## config.mk

```make
export PLATFORM = sky130hd
export DESIGN_NAME = flash_pe_seq
export DESIGN_NICKNAME = d
export VERILOG_FILES = /design/src/rtl/flash_seq_pkg.sv /design/src/rtl/flash_seq_timer.sv /design/src/rtl/flash_wear_table.sv /design/src/rtl/flash_pe_seq.sv
export SDC_FILE = /design/constraint.sdc
export NUM_CORES = 2
export LEC_CHECK = 0
export BUFFER_PORTS_ARGS = -buffer_cell sky130_fd_sc_hd__buf_2
export CAP_MARGIN = 10
export CORE_MARGIN = 4
export CORE_UTILIZATION = 30
export DETAILED_ROUTE_END_ITERATION = 16
export PLACE_DENSITY = 0.49
export RECOVER_POWER = 100
export REMOVE_ABC_BUFFERS = 1
export SYNTH_ARGS = -nofsm -noshare
export SYNTH_HDL_FRONTEND = slang
export SYNTH_SLANG_ARGS = --single-unit
```

## constraint.sdc

```tcl
create_clock -name clk -period 5.5 [get_ports clk]
set_input_delay 0.55 -clock clk [delete_from_list [all_inputs] [get_ports clk]]
set_output_delay 0.55 -clock clk [all_outputs]
set_load 0.02 [all_outputs]
```

## src/rtl/flash_seq_pkg.sv

```systemverilog
package flash_seq_pkg;

  typedef enum logic [2:0] {
    ST_IDLE, ST_SETUP, ST_HVLEAD, ST_BYTEWAIT, ST_BYTEPROG, ST_HOLD, ST_RECOV
  } seq_state_t;

  // microseconds to a whole, non-zero number of clock cycles
  function automatic int us_to_cyc(input int cyc_per_us, input int us);
    int r;
    r = cyc_per_us * us;
    return (r < 1) ? 1 : r;
  endfunction

  function automatic int max_of(input int a, input int b);
    return (a > b) ? a : b;
  endfunction

  // true when one more program period keeps the row inside its budget
  function automatic logic budget_ok(input int acc_us, input int add_us, input int lim_us);
    return (acc_us + add_us) <= lim_us;
  endfunction

endpackage

```

## src/rtl/flash_seq_timer.sv

```systemverilog
module flash_seq_timer #(
  parameter int CW = 8
) (
  input  logic          clk,
  input  logic          rst_n,
  input  logic          load,
  input  logic [CW-1:0] load_val,
  output logic          expired
);
  logic [CW-1:0] cnt_q;

  always_ff @(posedge clk or negedge rst_n) begin
    if (!rst_n)             cnt_q <= '0;
    else if (load)          cnt_q <= load_val;
    else if (cnt_q != '0)   cnt_q <= cnt_q - 1'b1;
  end

  assign expired = (cnt_q == '0);
endmodule

```

## src/rtl/flash_wear_table.sv

```systemverilog
module flash_wear_table #(
  parameter int ADDR_W  = 9,
  parameter int ROW_W   = 6,
  parameter int ACC_W   = 13,
  parameter int PROG_US = 30
) (
  input  logic              clk,
  input  logic              rst_n,
  input  logic              clr,
  input  logic              bump,
  input  logic [ADDR_W-1:0] bump_addr,
  input  logic [ADDR_W-1:0] q_addr,
  output logic [1:0]        q_cnt,
  output logic [ACC_W-1:0]  q_acc
);
  localparam int NADDR = 1 << ADDR_W;
  localparam int NROW  = 1 << (ADDR_W - ROW_W);
  localparam int RIX_W = ADDR_W - ROW_W;

  logic [1:0]       cnt_q [NADDR];
  logic [ACC_W-1:0] acc_q [NROW];
  logic [RIX_W-1:0] bump_row;

  assign bump_row = bump_addr[ADDR_W-1:ROW_W];

  always_ff @(posedge clk or negedge rst_n) begin
    if (!rst_n) begin
      for (int i = 0; i < NADDR; i++) cnt_q[i] <= '0;
      for (int j = 0; j < NROW; j++)  acc_q[j] <= '0;
    end else if (clr) begin
      for (int i = 0; i < NADDR; i++) cnt_q[i] <= '0;
      for (int j = 0; j < NROW; j++)  acc_q[j] <= '0;
    end else if (bump) begin
      if (cnt_q[bump_addr] != 2'd3) cnt_q[bump_addr] <= cnt_q[bump_addr] + 2'd1;
      acc_q[bump_row] <= acc_q[bump_row] + ACC_W'(PROG_US);
    end
  end

  assign q_cnt = cnt_q[q_addr];
  assign q_acc = acc_q[q_addr[ADDR_W-1:ROW_W]];
endmodule

```

## src/rtl/flash_pe_seq.sv

```systemverilog
module flash_pe_seq
  import flash_seq_pkg::*;
#(
  parameter int ADDR_W      = 9,
  parameter int ROW_W       = 6,
  parameter int DATA_W      = 8,
  parameter int CYC_PER_US  = 20,
  parameter int T_SEL_US    = 5,
  parameter int T_HVW_US    = 10,
  parameter int T_PROG_US   = 30,
  parameter int T_PHOLD_US  = 5,
  parameter int T_MHOLD_US  = 100,
  parameter int T_REC_US    = 1,
  parameter int T_MASS_US   = 500000,
  parameter int BUDGET_US   = 8000
) (
  input  logic              clk,
  input  logic              rst_n,
  input  logic              cmd_start,
  input  logic              cmd_erase,
  input  logic              wr_valid,
  input  logic [ADDR_W-1:0] wr_addr,
  input  logic [DATA_W-1:0] wr_data,
  input  logic              wr_last,
  output logic              wr_ready,
  output logic              arr_sel_pgm,
  output logic              arr_sel_mass,
  output logic              arr_hv_en,
  output logic              arr_we,
  output logic [ADDR_W-1:0] arr_addr,
  output logic [DATA_W-1:0] arr_data,
  output logic              busy,
  output logic              done,
  output logic              viol,
  output logic              row_err
);
  localparam int RIX_W   = ADDR_W - ROW_W;
  localparam int N_SEL   = us_to_cyc(CYC_PER_US, T_SEL_US);
  localparam int N_HVW   = us_to_cyc(CYC_PER_US, T_HVW_US);
  localparam int N_PROG  = us_to_cyc(CYC_PER_US, T_PROG_US);
  localparam int N_PHOLD = us_to_cyc(CYC_PER_US, T_PHOLD_US);
  localparam int N_MHOLD = us_to_cyc(CYC_PER_US, T_MHOLD_US);
  localparam int N_REC   = us_to_cyc(CYC_PER_US, T_REC_US);
  localparam int N_MASS  = us_to_cyc(CYC_PER_US, T_MASS_US);
  localparam int MAXC    = max_of(max_of(max_of(N_SEL, N_HVW), max_of(N_PROG, N_PHOLD)),
                                  max_of(max_of(N_MHOLD, N_REC), N_MASS));
  localparam int CW      = $clog2(MAXC + 1);
  localparam int ACC_W   = $clog2(BUDGET_US + 1);
  localparam logic [CW-1:0] L_SEL   = CW'(N_SEL - 1);
  localparam logic [CW-1:0] L_HVW   = CW'(N_HVW - 1);
  localparam logic [CW-1:0] L_PROG  = CW'(N_PROG - 1);
  localparam logic [CW-1:0] L_PHOLD = CW'(N_PHOLD - 1);
  localparam logic [CW-1:0] L_MHOLD = CW'(N_MHOLD - 1);
  localparam logic [CW-1:0] L_REC   = CW'(N_REC - 1);
  localparam logic [CW-1:0] L_MASS  = CW'(N_MASS - 1);

  seq_state_t        state_q, state_d;
  logic              mode_q, last_q, row_set_q, viol_q, err_q, done_q;
  logic [RIX_W-1:0]  row_q;
  logic [ADDR_W-1:0] addr_q;
  logic [DATA_W-1:0] data_q;
  logic              tmr_ld, tmr_exp;
  logic [CW-1:0]     tmr_val;
  logic [1:0]        q_cnt;
  logic [ACC_W-1:0]  q_acc;

  // named internal events
  logic ev_start, ev_take, in_row, cnt_full, budget_fail;
  logic ev_row_bad, ev_refuse, ev_prog, erase_done;

  assign ev_start    = cmd_start && (state_q == ST_IDLE);
  assign ev_take     = wr_valid && (state_q == ST_BYTEWAIT);
  assign in_row      = !row_set_q || (wr_addr[ADDR_W-1:ROW_W] == row_q);
  assign cnt_full    = (q_cnt >= 2'd2);
  assign budget_fail = !budget_ok(int'(q_acc), T_PROG_US, BUDGET_US);
  assign ev_row_bad  = ev_take && !in_row;
  assign ev_refuse   = ev_take && in_row && (cnt_full || budget_fail);
  assign ev_prog     = ev_take && in_row && !cnt_full && !budget_fail;
  assign erase_done  = (state_q == ST_HVLEAD) && mode_q && tmr_exp;

  flash_seq_timer #(.CW(CW)) u_timer (
    .clk(clk), .rst_n(rst_n), .load(tmr_ld), .load_val(tmr_val), .expired(tmr_exp));

  flash_wear_table #(.ADDR_W(ADDR_W), .ROW_W(ROW_W), .ACC_W(ACC_W), .PROG_US(T_PROG_US)) u_wear (
    .clk(clk), .rst_n(rst_n), .clr(erase_done), .bump(ev_prog), .bump_addr(wr_addr),
    .q_addr(wr_addr), .q_cnt(q_cnt), .q_acc(q_acc));

  always_comb begin
    state_d = state_q;
    tmr_ld  = 1'b0;
    tmr_val = '0;
    unique case (state_q)
      ST_IDLE:
        if (cmd_start) begin state_d = ST_SETUP; tmr_ld = 1'b1; tmr_val = L_SEL; end
      ST_SETUP:
        if (tmr_exp) begin
          state_d = ST_HVLEAD; tmr_ld = 1'b1; tmr_val = mode_q ? L_MASS : L_HVW;
        end
      ST_HVLEAD:
        if (tmr_exp) begin
          if (mode_q) begin state_d = ST_HOLD; tmr_ld = 1'b1; tmr_val = L_MHOLD; end
          else state_d = ST_BYTEWAIT;
        end
      ST_BYTEWAIT:
        if (ev_row_bad || (ev_refuse && wr_last)) begin
          state_d = ST_HOLD; tmr_ld = 1'b1; tmr_val = L_PHOLD;
        end else if (ev_prog) begin
          state_d = ST_BYTEPROG; tmr_ld = 1'b1; tmr_val = L_PROG;
        end
      ST_BYTEPROG:
        if (tmr_exp) begin
          if (last_q) begin state_d = ST_HOLD; tmr_ld = 1'b1; tmr_val = L_PHOLD; end
          else state_d = ST_BYTEWAIT;
        end
      ST_HOLD:
        if (tmr_exp) begin state_d = ST_RECOV; tmr_ld = 1'b1; tmr_val = L_REC; end
      ST_RECOV:
        if (tmr_exp) state_d = ST_IDLE;
      default: state_d = ST_IDLE;
    endcase
  end

  always_ff @(posedge clk or negedge rst_n) begin
    if (!rst_n) begin
      state_q <= ST_IDLE; mode_q <= 1'b0; last_q <= 1'b0; row_set_q <= 1'b0;
      row_q <= '0; addr_q <= '0; data_q <= '0;
      viol_q <= 1'b0; err_q <= 1'b0; done_q <= 1'b0;
    end else begin
      state_q <= state_d;
      done_q  <= (state_q == ST_RECOV) && tmr_exp;
      if (ev_start) begin
        mode_q <= cmd_erase; viol_q <= 1'b0; err_q <= 1'b0;
        row_set_q <= 1'b0; last_q <= 1'b0;
      end
      if (ev_take && in_row) begin
        row_q <= wr_addr[ADDR_W-1:ROW_W]; row_set_q <= 1'b1;
      end
      if (ev_row_bad) err_q  <= 1'b1;
      if (ev_refuse)  viol_q <= 1'b1;
      if (ev_prog) begin
        addr_q <= wr_addr; data_q <= wr_data; last_q <= wr_last;
      end
    end
  end

  logic active;
  assign active       = (state_q != ST_IDLE) && (state_q != ST_RECOV);
  assign arr_sel_pgm  = active && !mode_q;
  assign arr_sel_mass = active && mode_q;
  assign arr_hv_en    = (state_q == ST_HVLEAD) || (state_q == ST_BYTEWAIT) || (state_q == ST_BYTEPROG);
  assign arr_we       = (state_q == ST_BYTEPROG);
  assign arr_addr     = addr_q;
  assign arr_data     = data_q;
  assign wr_ready     = (state_q == ST_BYTEWAIT);
  assign busy         = (state_q != ST_IDLE);
  assign done         = done_q;
  assign viol         = viol_q;
  assign row_err      = err_q;

  // ---------------- assertion helpers: interval age counters ----------------
  localparam logic [CW-1:0] SAT = {CW{1'b1}};
  localparam logic [CW-1:0] K_SEL   = CW'(N_SEL);
  localparam logic [CW-1:0] K_HVW   = CW'(N_HVW);
  localparam logic [CW-1:0] K_PHOLD = CW'(N_PHOLD);
  localparam logic [CW-1:0] K_MHOLD = CW'(N_MHOLD);
  localparam logic [CW-1:0] K_MASS  = CW'(N_MASS);
  localparam logic [CW-1:0] K_PROG  = CW'(N_PROG);
  logic [CW-1:0] sel_age, hv_age, off_age, we_age;
  logic any_sel;
  assign any_sel = arr_sel_pgm || arr_sel_mass;

  always_ff @(posedge clk or negedge rst_n) begin
    if (!rst_n) begin
      sel_age <= '0; hv_age <= '0; off_age <= '0; we_age <= '0;
    end else begin
      sel_age <= !any_sel ? '0 : (sel_age == SAT ? SAT : sel_age + 1'b1);
      hv_age  <= !arr_hv_en ? '0 : (hv_age == SAT ? SAT : hv_age + 1'b1);
      off_age <= (!any_sel || arr_hv_en) ? '0 : (off_age == SAT ? SAT : off_age + 1'b1);
      we_age  <= !arr_we ? '0 : (we_age == SAT ? SAT : we_age + 1'b1);
    end
  end

  a_r1_sel_lead: assert property (@(posedge clk) disable iff (!rst_n)
    $rose(arr_hv_en) |-> sel_age >= K_SEL);
  a_r2_hv_lead: assert property (@(posedge clk) disable iff (!rst_n)
    $rose(arr_we) |-> hv_age >= K_HVW);
  a_r3_we_in_window: assert property (@(posedge clk) disable iff (!rst_n)
    arr_we |-> (arr_hv_en && arr_sel_pgm));
  a_r3_we_width: assert property (@(posedge clk) disable iff (!rst_n)
    $fell(arr_we) |-> we_age == K_PROG);
  a_r3_addr_stable: assert property (@(posedge clk) disable iff (!rst_n)
    (arr_we && $past(arr_we)) |-> ($stable(arr_addr) && $stable(arr_data)));
  a_r4_pgm_hold: assert property (@(posedge clk) disable iff (!rst_n)
    $fell(arr_sel_pgm) |-> off_age >= K_PHOLD);
  a_r4_mass_hold: assert property (@(posedge clk) disable iff (!rst_n)
    $fell(arr_sel_mass) |-> off_age >= K_MHOLD);
  a_r5_idle_quiet: assert property (@(posedge clk) disable iff (!rst_n)
    !busy |-> !(arr_sel_pgm || arr_sel_mass || arr_hv_en || arr_we));
  a_r6_mass_hv: assert property (@(posedge clk) disable iff (!rst_n)
    ($fell(arr_hv_en) && arr_sel_mass) |-> hv_age >= K_MASS);
  a_r9_one_select: assert property (@(posedge clk) disable iff (!rst_n)
    $onehot0({arr_sel_pgm, arr_sel_mass}));
endmodule

```

==> metrics.md <==
| Metric | Value |
|---|---|
| Final Power | 22.1 mW |
| IO buf count | 48 |
| Synth-to-Final Area Change | 14.9% |
| PwrDens | 337 nW/um^2 |
| Register area | 29,600 um^2 |
| Layout fillers | 18,810 |
| Leak | 27.5 nW |
| Clock buffer count from CTS | 138 |
| Post-layout minimum cycle time | 5080 ps |
| RR Startpoint | u_wear.acc_q[29] |
| Post-placement cell count | 7,338 |
| Synth unique cells | 78 |
| RD Place Congestion | 0.817 |
| Finished Layout Cells | 7,599 |
| Starting Density | 0.301 |
| CTS Buffer Depth | 3 |
| Synth warn | 0 |
| WL/cell | 24.4 um |
| Initial drt markers | 4,200 |
| Final worst-path cycle share | 0.924 |
| Worst vdd ir | 0.000327 V |
| Core area | 190,000 um^2 |
| Fin. max-slew vios | 183 |
| DRT antenna net count | 0 |
| Total congestion overflow | 0 |
| Reg2reg end | u_wear.cnt_q[771] |
| Status | finished with violations |
| CP Max Fanout | 19 |
| Synthesized area | 57,200 um^2 |
| FFs w/ async S/R, synth | 1.00 |
| GRT Util Overall | 0.185 |
| Largest net degree at the start of global routing | 228 |
| Remaining DRCs | 0 |
| Req. time, crit path | 6210 ps |
| Initial antenna violation count | 7 |
| Dpl hpwl | 115 mm |
| MaxCap Viol Count | 2 |
| Share of cells above drive strength 1 | 0.162 |
| Largest cells by area after synthesis | dfrtp_1, mux4_2, o31ai_1 |
| CTS tree | done |
| FF-to-FF setup slack | 620 ps |
| Fmax | 0.197 GHz |
| # IOs | 49 |
| Multi-input combinational cell area | 25,300 um^2 |
| Max_slew headroom | -1.52 |
| Failing checks | capacitance limit, slew limit |
| Reg2reg path depth | 12 |
| Worst slew pin tran | 3770 ps |
| Crit. Startpoint | wr_addr[6] |
| RSZ-0062 raised after global routing | no |
| Clk sink count | 1,181 |
| Fin. Hold Viols | 0 |
| Number of synthesized register bits | 1,181 |
| Final WS setup | 419 ps |
| Worst setup path end | u_wear.cnt_q[771] |
| First-pass detailed-route iteration total | 7 |
| Critical path endpoint category | register |
| Area leader, netlist | dfrtp_1 |
| Critical Path AT | 5790 ps |
| Sequential area share after synthesis | 0.516 |
| Final core occ | 0.346 |
| Via density | 5.69 |
| Nets | 5,004 |
| Worst setup SP type | primary input |
| Worst Skew | 40.7 ps |
| Critical path class | primary input to register |
| Hold crit path type | primary input to register |
| Final wirelength | 185 mm |
| Clock latency at the later pin of the worst-skew pair | 780 ps |
| Post-synth EDFFs | 0 |
| Htree depth | 4 |
| Die W | 445 um |
| Ys flop type | dfrtp_1 |
| Number of core rows | 160 |
| Clock-pin slew on the worst setup and hold paths | 60 ps |
| Die height | 445 um |
| Worst slack at placement | -66.7 ps |
| Cells after synthesis | 5,039 |
| Clock Tree Root | clkbuf_16 |
| Hold slack | 73.4 ps |
| Syn Area/Cell | 11.4 um^2 |
| Global-route wire length before repair | 286 mm |
| Die area | 198,000 um^2 |
| Synth top area share | 0.516 |
| Vias in the first global route | 43,153 |
| Final setup violation count | 0 |
| Via count | 43,269 |
-- worst max-delay path, stage by stage --
cell and delay [ps]:
buf_2 340, buf_4 380, mux4_2 560, mux2i_1 320, and2_1 200, nand4bb_1 340, nand2_1 200, xnor2_1 330
o21ai_0 590, a2111o_1 730, nor2_1 490, clkbuf_2 480, a21oi_1 140, nor2_1 130
-- placed cells by master, fill, tap and decap left out, types with 18 or more instances in the layout --
master / netlist / routed
a21oi_1: 81 / 81
a221oi_1: 18 / 18
a22o_1: 177 / 177
a22oi_1: 38 / 38
a31oi_1: 39 / 39
a32o_1: 28 / 28
and2_1: 26 / 22
buf_12: 0 / 73
buf_4: 16 / 148
clkbuf_1: 306 / 84
clkbuf_16: 0 / 147
clkbuf_2: 0 / 18
clkbuf_8: 0 / 26
clkinv_2: 0 / 30
dfrtp_1: 1181 / 1181
mux2_2: 33 / 33
mux2i_1: 124 / 124
mux4_2: 259 / 259
nand2_1: 550 / 549
nand3_1: 131 / 131
nor2_1: 207 / 202
nor3_1: 38 / 32
o211ai_1: 497 / 497
o21ai_0: 350 / 352
o31ai_1: 505 / 505
xnor2_1: 23 / 23
-- logic make-up after synthesis --
| kind of cell | after synthesis | share of synthesized area |
|---|---|---|
| AOI/OAI and AO/OA | 1793 | 0.223 |
| muxes | 416 | 0.130 |
| xor gates and xnor gates | 34 | 0.00520 |
| buffers and inverters | 549 | 0.0443 |
| adders and majority gates | 4 | 0.000875 |
| and+or+nand+nor | 1062 | 0.0805 |
| DFF | 1181 | 0.516 |
-- layer usage --
metal,vias up,track usage,part of all wire
li1,19238,-,-
met1,22589,0.265,0.46
met2,1203,0.287,0.46
met3,239,0.0293,0.050
met4,0,0.0566,0.027
met5,-,0,0
-- cell type report --
class	count	share of cell area
diodes	4	0.000152
well taps	2511	0.0478
inverters	14	0.000799
flip-flops and latches	1181	0.449
multi-input cells	3309	0.384
clock inverters	47	0.00683
clock buffers	200	0.0627
repair buffers	333	0.0481
-- worst min-delay path by stage --
stage,startpoint,slack [ps],endpoint,depth (start not counted)
after floorplan,rst_n,250,arr_addr[0],0
after global placement,arr_addr[3],460,arr_addr[3],2
after detailed placement,arr_addr[3],460,arr_addr[3],2
after CTS,wr_last,5,last_q,3
after global routing,wr_last,60,last_q,3
final,wr_last,70,last_q,3
-- synthesized netlist by cell type, types with 10 or more instances --
cell type  number
buf_6          29
buf_4          16
mux2_2         33
buf_2         156
o211ai_1      497
a21oi_1        81
nand4_1        12
and3_1         10
xnor2_1        23
a22o_1        177
dfrtp_1      1181
nor2_1        207
mux2i_1       124
o31ai_1       505
nor2b_1        17
mux4_2        259
buf_1          28
nand3_1       131
o21ai_0       350
a221oi_1       18
a22oi_1        38
nor3_1         38
clkbuf_1      306
xor2_1         11
a32o_1         28
a31oi_1        39
inv_1          11
or3_1          11
nand2b_1       10
and2_1         26
nand2_1       550
-- where the power goes --
group / total [mW] / switching, mW / internal [mW]
logic: 2.67 / 1.60 / 1.07
registers: 10.1 / 0.558 / 9.59
clock network: 9.33 / 3.83 / 5.50
-- state kept, by name (all words and copies together) (netlist names) --
name           cells
arr_addr           9
arr_data           8
done               1
last_q             1
mode_q             1
row_err            1
row_q              3
row_set_q          1
state_q            3
u_timer.cnt_q     24
u_wear.acc_q     104
u_wear.cnt_q    1024
viol               1
-- stage by stage --
step | TNS [ps] | cell area [um^2]
detailed placement | -593 | 61500
finish | 0 | 65800
global route | 0 | 65800
CTS | 0 | 66200
global placement | -31.1 | 61500
floorplan | - | 54800
-- what timing repair did --
action                                 CTS  global route
gates resized for setup                  0             0
setup buffers                            0             0
endpoints found under the hold margin  121             0
hold buffers                            10             0
Note: power is estimated with default switching activity, not from simulation.
